==> config.mk <==
export PLATFORM = sky130hd
export DESIGN_NAME = sync_level_fifo
export DESIGN_NICKNAME = d
export VERILOG_FILES = /design/src/rtl/sync_level_fifo_pkg.sv /design/src/rtl/slf_addr_ctr.sv /design/src/rtl/slf_store.sv /design/src/rtl/slf_occupancy.sv /design/src/rtl/sync_level_fifo.sv
export SDC_FILE = /design/constraint.sdc
export NUM_CORES = 1
export LEC_CHECK = 0
export BUFFER_PORTS_ARGS = -buffer_cell sky130_fd_sc_hd__buf_2
export CAP_MARGIN = 20
export CORE_UTILIZATION = 45
export CTS_BUF_LIST = sky130_fd_sc_hd__clkbuf_16
export CTS_CLUSTER_SIZE = 24
export DETAILED_ROUTE_END_ITERATION = 8
export PLACE_DENSITY = 0.63
export SLEW_MARGIN = 20
export SYNTH_ARGS = -nofsm -noshare
export SYNTH_HDL_FRONTEND = slang
export SYNTH_HIERARCHICAL = 1
export SYNTH_SLANG_ARGS = --single-unit
==> constraint.sdc <==
create_clock -name clk -period 1.7 [get_ports clk]
set_input_delay 0.085 -clock clk [delete_from_list [all_inputs] [get_ports clk]]
set_output_delay 0.085 -clock clk [all_outputs]
set_load 0.01 [all_outputs]
==> src/rtl/sync_level_fifo_pkg.sv <==
package sync_level_fifo_pkg;
   localparam int unsigned LEVEL_W = 32;

   function automatic int unsigned addr_bits(input int unsigned depth);
      return (depth <= 2) ? 1 : $clog2(depth);
   endfunction

   function automatic int unsigned count_bits(input int unsigned depth);
      return $clog2(depth + 1);
   endfunction
endpackage

==> src/rtl/slf_addr_ctr.sv <==
module slf_addr_ctr #(
   parameter int unsigned DEPTH = 8,
   localparam int unsigned AW = sync_level_fifo_pkg::addr_bits(DEPTH)
) (
   input  logic          clk,
   input  logic          rst_n,
   input  logic          step,
   output logic [AW-1:0] addr
);
   localparam logic [AW-1:0] LAST = AW'(DEPTH - 1);

   always_ff @(posedge clk or negedge rst_n) begin
      if (!rst_n)
         addr <= '0;
      else if (step)
         addr <= (addr == LAST) ? '0 : addr + 1'b1;
   end


   addr_range_chk: assert property (@(posedge clk) disable iff (!rst_n)
      addr <= LAST);
endmodule

==> src/rtl/slf_store.sv <==
module slf_store #(
   parameter int unsigned WIDTH = 8,
   parameter int unsigned DEPTH = 8,
   localparam int unsigned AW = sync_level_fifo_pkg::addr_bits(DEPTH)
) (
   input  logic             clk,
   input  logic             rst_n,
   input  logic             we,
   input  logic [AW-1:0]    waddr,
   input  logic [WIDTH-1:0] wdata,
   input  logic             re,
   input  logic [AW-1:0]    raddr,
   output logic [WIDTH-1:0] rdata
);
   logic [WIDTH-1:0] cells [DEPTH];

   always_ff @(posedge clk) begin
      if (we)
         cells[waddr] <= wdata;
   end

   always_ff @(posedge clk or negedge rst_n) begin
      if (!rst_n)
         rdata <= '0;
      else if (re)
         rdata <= cells[raddr];
   end


   rdata_hold_chk: assert property (@(posedge clk) disable iff (!rst_n)
      !re |=> $stable(rdata));
endmodule

==> src/rtl/slf_occupancy.sv <==
module slf_occupancy #(
   parameter int unsigned DEPTH   = 8,
   parameter int unsigned N_FILL  = 2,
   parameter int unsigned N_DRAIN = 3,
   parameter logic [N_FILL*32-1:0]  FILL_LEVELS  = {32'd6, 32'd4},
   parameter logic [N_DRAIN*32-1:0] DRAIN_LEVELS = {32'd5, 32'd2, 32'd0},
   localparam int unsigned CW = sync_level_fifo_pkg::count_bits(DEPTH)
) (
   input  logic               clk,
   input  logic               rst_n,
   input  logic               wr_ok,
   input  logic               rd_ok,
   output logic               full,
   output logic               empty,
   output logic [N_FILL-1:0]  fill_hi,
   output logic [N_DRAIN-1:0] drain_lo
);
   import sync_level_fifo_pkg::*;

   logic [CW-1:0] occ, occ_nx;
   logic          grow, shrink;

   assign grow   = wr_ok & ~rd_ok;
   assign shrink = rd_ok & ~wr_ok;

   always_comb begin
      occ_nx = occ;
      if (grow)
         occ_nx = occ + 1'b1;
      else if (shrink)
         occ_nx = occ - 1'b1;
   end

   always_ff @(posedge clk or negedge rst_n) begin
      if (!rst_n)
         occ <= '0;
      else
         occ <= occ_nx;
   end

   always_ff @(posedge clk or negedge rst_n) begin
      if (!rst_n) begin
         full  <= 1'b0;
         empty <= 1'b1;
      end else if (grow) begin
         empty <= 1'b0;
         if (occ == CW'(DEPTH - 1))
            full <= 1'b1;
      end else if (shrink) begin
         full <= 1'b0;
         if (occ == CW'(1))
            empty <= 1'b1;
      end
   end

   for (genvar i = 0; i < N_FILL; i++) begin : g_fill
      localparam int unsigned LV = FILL_LEVELS[i*LEVEL_W +: LEVEL_W];
      if (LV > DEPTH) begin : g_bad
         $error("fill level beyond depth");
      end
      always_ff @(posedge clk or negedge rst_n) begin
         if (!rst_n)
            fill_hi[i] <= (LV == 0);
         else
            fill_hi[i] <= (32'(occ_nx) >= LV);
      end

      fill_level_chk: assert property (@(posedge clk) disable iff (!rst_n)
         fill_hi[i] == (32'(occ) >= LV));
   end

   for (genvar i = 0; i < N_DRAIN; i++) begin : g_drain
      localparam int unsigned LV = DRAIN_LEVELS[i*LEVEL_W +: LEVEL_W];
      if (LV > DEPTH) begin : g_bad
         $error("drain level beyond depth");
      end
      always_ff @(posedge clk or negedge rst_n) begin
         if (!rst_n)
            drain_lo[i] <= 1'b1;
         else
            drain_lo[i] <= (32'(occ_nx) <= LV);
      end

      drain_level_chk: assert property (@(posedge clk) disable iff (!rst_n)
         drain_lo[i] == (32'(occ) <= LV));
   end


   full_at_depth_chk: assert property (@(posedge clk) disable iff (!rst_n)
      full == (occ == CW'(DEPTH)));

   empty_at_zero_chk: assert property (@(posedge clk) disable iff (!rst_n)
      empty == (occ == '0));

   paired_hold_chk: assert property (@(posedge clk) disable iff (!rst_n)
      (wr_ok && rd_ok) |=> ($stable(occ) && $stable(full) && $stable(empty)));

   flag_excl_chk: assert property (@(posedge clk) disable iff (!rst_n)
      !(full && empty));
endmodule

==> src/rtl/sync_level_fifo.sv <==
module sync_level_fifo #(
   parameter int unsigned WIDTH   = 8,
   parameter int unsigned DEPTH   = 8,
   parameter bit          GUARD   = 1'b1,
   parameter int unsigned N_FILL  = 2,
   parameter int unsigned N_DRAIN = 3,
   parameter logic [N_FILL*32-1:0]  FILL_LEVELS  = {32'd6, 32'd4},
   parameter logic [N_DRAIN*32-1:0] DRAIN_LEVELS = {32'd5, 32'd2, 32'd0}
) (
   input  logic               clk,
   input  logic               rst_n,
   input  logic               wr_en,
   input  logic [WIDTH-1:0]   wr_data,
   input  logic               rd_en,
   output logic [WIDTH-1:0]   rd_data,
   output logic               full,
   output logic               empty,
   output logic [N_FILL-1:0]  fill_hi,
   output logic [N_DRAIN-1:0] drain_lo
);
   localparam int unsigned AW = sync_level_fifo_pkg::addr_bits(DEPTH);

   if (DEPTH < 2) begin : g_bad_depth
      $error("DEPTH must be at least 2");
   end
   if (WIDTH < 1) begin : g_bad_width
      $error("WIDTH must be at least 1");
   end
   if (N_FILL < 1 || N_DRAIN < 1) begin : g_bad_lists
      $error("each level list needs at least one entry");
   end

   logic          wr_ok, rd_ok;
   logic [AW-1:0] waddr, raddr;

   if (GUARD) begin : g_guarded
      assign wr_ok = wr_en & ~full;
      assign rd_ok = rd_en & ~empty;


      no_overflow_chk: assert property (@(posedge clk) disable iff (!rst_n)
         (full && wr_en && !rd_en) |=> (full && $stable(waddr)));

      no_underflow_chk: assert property (@(posedge clk) disable iff (!rst_n)
         (empty && rd_en && !wr_en) |=> (empty && $stable(raddr) && $stable(rd_data)));
   end else begin : g_open
      assign wr_ok = wr_en;
      assign rd_ok = rd_en;
   end

   slf_addr_ctr #(.DEPTH(DEPTH)) u_wr_addr (
      .clk(clk), .rst_n(rst_n), .step(wr_ok), .addr(waddr)
   );

   slf_addr_ctr #(.DEPTH(DEPTH)) u_rd_addr (
      .clk(clk), .rst_n(rst_n), .step(rd_ok), .addr(raddr)
   );

   slf_store #(.WIDTH(WIDTH), .DEPTH(DEPTH)) u_store (
      .clk(clk), .rst_n(rst_n),
      .we(wr_ok), .waddr(waddr), .wdata(wr_data),
      .re(rd_ok), .raddr(raddr), .rdata(rd_data)
   );

   slf_occupancy #(
      .DEPTH(DEPTH), .N_FILL(N_FILL), .N_DRAIN(N_DRAIN),
      .FILL_LEVELS(FILL_LEVELS), .DRAIN_LEVELS(DRAIN_LEVELS)
   ) u_occ (
      .clk(clk), .rst_n(rst_n), .wr_ok(wr_ok), .rd_ok(rd_ok),
      .full(full), .empty(empty), .fill_hi(fill_hi), .drain_lo(drain_lo)
   );


   addr_meet_chk: assert property (@(posedge clk) disable iff (!rst_n)
      (empty || full) |-> (waddr == raddr));
endmodule

# Word level (Yosys, flattened, before mapping)
# Memory sizes are Yosys's and may differ from the RTL's. A register that Yosys moved wholly into a read port is not among the register bits.
# Cells that the tools add are included.
# totals
register_bits,17
ram_bits,64
inputBits,12
elab_cells,50
memories,1
# mem_list
name,words,word_bits,read_ports,rd_ports_with_merged_regs,wr,line,source
u_store.cells,8,8,1,1,1,slf_store.sv:15,logic [WIDTH-1:0] cells [DEPTH];
# classes
add_sub_neg,4
magnitude_cmp,5
n_eq_ne,5
mux,12
bitwise_logic,8
reduce_logical,5
# ops
op,n
"greater-or-equal comparator 4 x 3 -> 1 bit, second input constant",2
2-to-1 mux 1 bit,8
2-to-1 mux 4 bit,2
"adder 3 x 1 -> 3 bit, second input constant",2
"== test 3 bit, second input constant",2
2-to-1 mux 3 bit,2
"adder 4 x 1 -> 4 bit, second input constant",1
bitwise AND 1 bit,4
"== test 4 x 1 -> 1 bit, second input constant",1
"== test 4 x 3 -> 1 bit, second input constant",1
"<= comparator 4 x 1 -> 1 bit, second input constant",1
"<= comparator 4 x 2 -> 1 bit, second input constant",1
"<= comparator 4 x 3 -> 1 bit, second input constant",1
NOT 1 bit,4
AND reduction 2 bit,2
nonzero test 2 bit,2
"subtractor 4 x 1 -> 4 bit, second input constant",1
"inequality test 2 bit, second input constant",1
logical NOT 1 bit,1

# Longest topological paths before layout
# depth
word_depth,7
depth_mapped,8
depth_no_buf,7

# Modules after synthesis
# The synthesis kept the hierarchy.
# by_module_without_submodules
mod,instances,cells_per_inst,area_per_inst_um2,seq_area_each_um2
slf_store,1,169,2861.5,2122.0
slf_occupancy,1,57,615.6,280.3
slf_addr_ctr,2,11,142.6,75.1
sync_level_fifo,1,2,27.5,0.0

# Worst setup path before layout
# OpenSTA, ideal clock, no wires.
# synth_timing
path_type,reg-to-reg
from,reg u_occ.full
to,"mem u_store.cells[0][0], enable pin"
setup_time_ns,0.383
arrival_time_ns,1.363
setup_slack_ns,-0.046
path_stages_with_launch,4
synth_period_minus_slack_ns,1.746
path_cell_list,dfrtp_1 -> nor2b_4 -> nand2b_1 -> nor3_1
# synth_via
elab_chain_len,4
# synth_lines
element,line,source
"start, declared",slf_occupancy.sv:13,"output logic full,"
"start signal, assigned",slf_occupancy.sv:43,full <= 1'b0;
"start signal, assigned",slf_occupancy.sv:48,full <= 1'b1;
"start signal, assigned",slf_occupancy.sv:50,full <= 1'b0;
NOT 1 bit,sync_level_fifo.sv:37,assign wr_ok = wr_en & ~full;
bitwise AND 1 bit,sync_level_fifo.sv:37,
net wr_ok,sync_level_fifo.sv:33,"logic wr_ok, rd_ok;"
2-to-1 mux 1 bit,slf_store.sv:18,if (we)
2-to-1 mux 1 bit (implied by the code),slf_store.sv:19,cells[waddr] <= wdata;
"end, declared",slf_store.sv:15,
# The timed path passes the listed nets, and every way through them passes these cells.

# Worst setup path in the final report
# layout_timing
from,reg u_occ.empty
to,reg u_occ.fill_hi[0]
# layout_via
elab_chain_len,6
word_cells_on_any_way,8
cone_classes,1 x order compare; 2 x mux; 5 x bitwise
# layout_lines
element,line,source
"start, declared",slf_occupancy.sv:14,"output logic empty,"
"start signal, assigned",slf_occupancy.sv:44,empty <= 1'b1;
"start signal, assigned",slf_occupancy.sv:46,empty <= 1'b0;
"start signal, assigned",slf_occupancy.sv:52,empty <= 1'b1;
NOT 1 bit,sync_level_fifo.sv:38,assign rd_ok = rd_en & ~empty;
bitwise AND 1 bit,sync_level_fifo.sv:38,
net rd_ok,sync_level_fifo.sv:33,
NOT 1 bit,slf_occupancy.sv:23,assign grow = wr_ok & ~rd_ok;
bitwise AND 1 bit,slf_occupancy.sv:23,
net u_occ.grow,slf_occupancy.sv:21,"logic grow, shrink;"
2-to-1 mux 4 bit,slf_occupancy.sv:28,if (grow)
net u_occ.occ_nx[3],slf_occupancy.sv:20,"logic [CW-1:0] occ, occ_nx;"
greater-or-equal comparator 4 x 3 -> 1 bit,slf_occupancy.sv:65,fill_hi[i] <= (32'(occ_nx) >= LV);
"end signal, assigned by index",slf_occupancy.sv:63,fill_hi[i] <= (LV == 0);
"end signal, assigned by index",slf_occupancy.sv:65,
"end, declared",slf_occupancy.sv:15,"output logic [N_FILL-1:0] fill_hi,"
# The timed path passes the listed nets, and every way through them passes these cells.
# A chain may end at the register's enable or synchronous reset.

==> summary.md <==
| Metric | Value |
|---|---|
| Status | `finished clean` |
| Place WS | `0.00181 ns` |
| Reg2Reg Setup Slack | `0.08 ns` |
| CP Capture Point | `u_occ/fill_hi[0]` |
| Reg-to-Reg End | `u_occ/fill_hi[0]` |
| Count of final setup violators | `0` |
| Post-DR wirelength/cell | `17.4 um` |
| Pre-Repair DR Iteration Count | `4` |
| Met2 GRT Util | `0.302` |
| First-pass GRT wire length | `11,700 um` |
| Largest net degree at the start of global routing | `27` |
| Max cap viols | `0` |
| Clock Power Share | `0.256` |
| IO Pins | `27` |
| Fin Clk Skew | `0.00771 ns` |
| Most frequent cells in the layout | `edfxtp_1, buf_4, buf_2, mux2i_1, dfrtp_1` |
| Area delta synth->final | `21.1%` |
| Sequential area share after synthesis | `0.673` |
| Die area | `8790 um2` |
| Post-DRT Antenna Nets | `0` |
| Final Max Tran Viols | `0` |
| Gpl congestion | `0.797` |
| Mapped Area | `3790 um2` |
| Chip height | `93.8 um` |
| DRT iter0 DRCs | `115` |
| P_sw | `2610 uW` |
| Crit. End Element | `flip-flop` |
| Global Route Usage Sum | `0.185` |
| Req. time, crit path | `1.92 ns` |
| Worst ir drop on vdd | `0.000671 V` |
| Vias in the first global route | `2,262` |
| Hold Path Class | `in2reg` |
| Share of cells above drive strength 1 | `0.298` |
| Clock sinks | `89` |
| Met1 GRT Util | `0.242` |
| Initial Utilization | `0.464` |
| CTS Buf Count | `9` |
| Reg-to-reg startpoint | `u_occ/empty` |
| #FFs+latches synth | `89` |
| Die Width | `93.8 um` |
| Cells after Synth | `250` |
| Htree depth | `3` |
| Post-layout min period | `1.62 ns` |
| Mapped Nets | `271` |
| Worst slew pin tran | `0.648 ns` |
| Leakage | `0.00184 uW` |
| Max Freq | `617 MHz` |
| Post-synth cell types | `39` |
| WHS | `0.0239 ns` |
| Worst-case clock buffer depth | `2` |
| CP arrival | `1.84 ns` |
| Most Used Layer, Global Route | `met2` |
| YS warnings | `6` |
| DP Wirelength | `4810 um` |
| Clock-pin slew on the worst setup and hold paths | `0.07 ns` |
| Cell-internal power | `5470 uW` |
| Nets | `328` |
| Period utilisation layout | `0.954` |
| CTS root buf | `clkbuf_16` |
| Pwr dens | `1760 nW/um2` |
| Core area | `8180 um2` |
| Syn Area/Cell | `15.2 um2` |
| DRC viols | `0` |
| Vias | `2,224` |
| Sequential power share | `0.394` |
| CP max FO | `6` |
| Fin. Hold Viols | `0` |
| Post-CTS Setup Bufs | `0` |
| Max transition margin | `0.568` |
| Antenna violations before repair | `0` |
| RSZ-0062 raised after global routing | `true` |
| TritonCTS clock tree | `yes` |
| Vias per cell | `5.33` |
| CP startpoint | `u_occ/empty` |
| Port bufs | `26` |
| Fin worst setup slack | `0.0789 ns` |
| Commonest non-fill, non-tap cell in the layout | `edfxtp_1` |
| FF-to-FF path depth | `7` |
| Clk Latency, worst-skew pair | `0.33 ns` |
| Met3 Usage GRT | `0.0307` |
| Switching part of the total | `0.323` |
| # rows | `33` |
| Comb power frac | `0.349` |
| Startpoint Class | `flip-flop` |
| Gr ovfl total | `0` |
| Final WL | `7240 um` |
| Setup Crit Path Kind | `reg2reg` |
| N_diodes | `0` |
state kept, by name (all words and copies together) (netlist names):
| register | count |
|---|---|
| u_rd_addr/addr | 3 |
| u_occ/full | 1 |
| u_store/cells | 64 |
| u_wr_addr/addr | 3 |
| u_occ/fill_hi | 2 |
| u_occ/empty | 1 |
| u_store/rdata | 8 |
| u_occ/occ | 4 |
| u_occ/drain_lo | 3 |
repair_timing:
action | CTS | global route
hold buffers | 1 | 0
endpoints found under the setup margin | 0 | 5
endpoints found under the hold margin | 21 | 0
resized for setup | 0 | 5
through the flow:
step / setup TNS, ns / instance area [um2] / util / total power [uW] / std cells
detailed placement: 0 / 4230 / 0.517 / 6040 / 400
finish: 0 / 4590 / 0.561 / 8080 / 417
floorplan: 0 / 3800 / - / 5050 / 250
global placement: 0 / 4230 / 0.517 / 5960 / 400
global route: -0.0124 / 4590 / 0.561 / 8560 / 417
CTS: 0 / 4560 / 0.558 / 8120 / 417
cells by family after synthesis:
group           count (synthesis)  synth area share
buf+inv                        19            0.0307
mux                            30            0.0809
simple gates                   63            0.0948
xor+xnor                        3            0.0109
flops                          89             0.673
compound gates                 37            0.0796
fa+ha+maj                       9            0.0297
area by class of cell:
class / count / area, um2
clock buffers: 12 / 300
clock inverters: 4 / 26.3
fillers: 692 / 3590
inverters: 8 / 30.0
multi-input cells: 142 / 1160
flip-flops and latches: 89 / 2550
well taps: 105 / 131
repair buffers: 57 / 390
critical path, stage by stage (launching register included):
cell     delay [ns]
dfstp_2        0.39
nor2b_4        0.17
inv_1          0.09
ha_4           0.18
nor2_1         0.18
a31oi_4        0.12
xnor2_2        0.18
or2_1          0.22
power groups by stage:
stage | clock, uW | combinational (uW) | sequential (uW)
4_1_cts | 2100 | 2820 | 3200
2_1_floorplan | 0 | 1810 | 3240
3_5_place_dp | 0 | 2810 | 3230
6_report | 2070 | 2820 | 3190
5_1_grt | 2190 | 3120 | 3260
3_3_place_gp | 0 | 2750 | 3210
synth_stat cells:
cell | instances | share of area
o21ai_0 | 5 | 0.0066
mux2i_1 | 25 | 0.066
buf_4 | 2 | 0.0040
nor4b_1 | 2 | 0.0046
nor2b_4 | 2 | 0.0073
dfstp_2 | 4 | 0.028
a41o_1 | 8 | 0.021
nand2_1 | 7 | 0.0069
nor2b_1 | 16 | 0.026
a21oi_1 | 3 | 0.0040
or2_1 | 1 | 0.0017
nand3_1 | 8 | 0.011
and4_4 | 1 | 0.0030
dfrtp_1 | 21 | 0.14
inv_1 | 8 | 0.0079
mux2_2 | 5 | 0.015
ha_1 | 9 | 0.030
edfxtp_1 | 64 | 0.51
a211o_1 | 8 | 0.018
buf_6 | 3 | 0.0089
o21ai_2 | 1 | 0.0023
clkbuf_1 | 1 | 0.00099
and2b_1 | 1 | 0.0020
a31oi_1 | 1 | 0.0017
nand2b_1 | 4 | 0.0066
xnor2_1 | 1 | 0.0023
a22oi_1 | 8 | 0.016
nand3b_1 | 3 | 0.0059
nor2_1 | 13 | 0.013
xnor2_2 | 1 | 0.0043
a31oi_4 | 1 | 0.0056
buf_8 | 1 | 0.0040
xor2_2 | 1 | 0.0043
buf_1 | 1 | 0.00099
nor3_1 | 4 | 0.0053
a21o_1 | 1 | 0.0020
buf_2 | 3 | 0.0040
nor2_2 | 1 | 0.0017
o31ai_1 | 1 | 0.0020
routing by layer:
| metal | vias to the layer above | wire, um |
|---|---|---|
| li1 | 1056 | - |
| met3 | 9 | 137 |
| met5 | - | 0 |
| met1 | 1138 | 3360 |
| met4 | 0 | 120 |
| met2 | 21 | 3630 |
worst min-delay path by stage:
stage	end	depth (start not counted)	slack, ns	from
floorplan	u_occ/fill_hi[0]	0	-0.21	rst_n
detailed placement	u_rd_addr/addr[1]	1	0.15	rst_n
finish	u_store/cells[6][0]	1	0.02	wr_data[0]
global route	u_store/cells[6][0]	1	0.03	wr_data[0]
CTS	u_store/cells[6][0]	1	0.02	wr_data[0]
global placement	u_store/rdata[7]	1	0.15	rst_n
No activity file was read; power rests on OpenSTA's default activity.
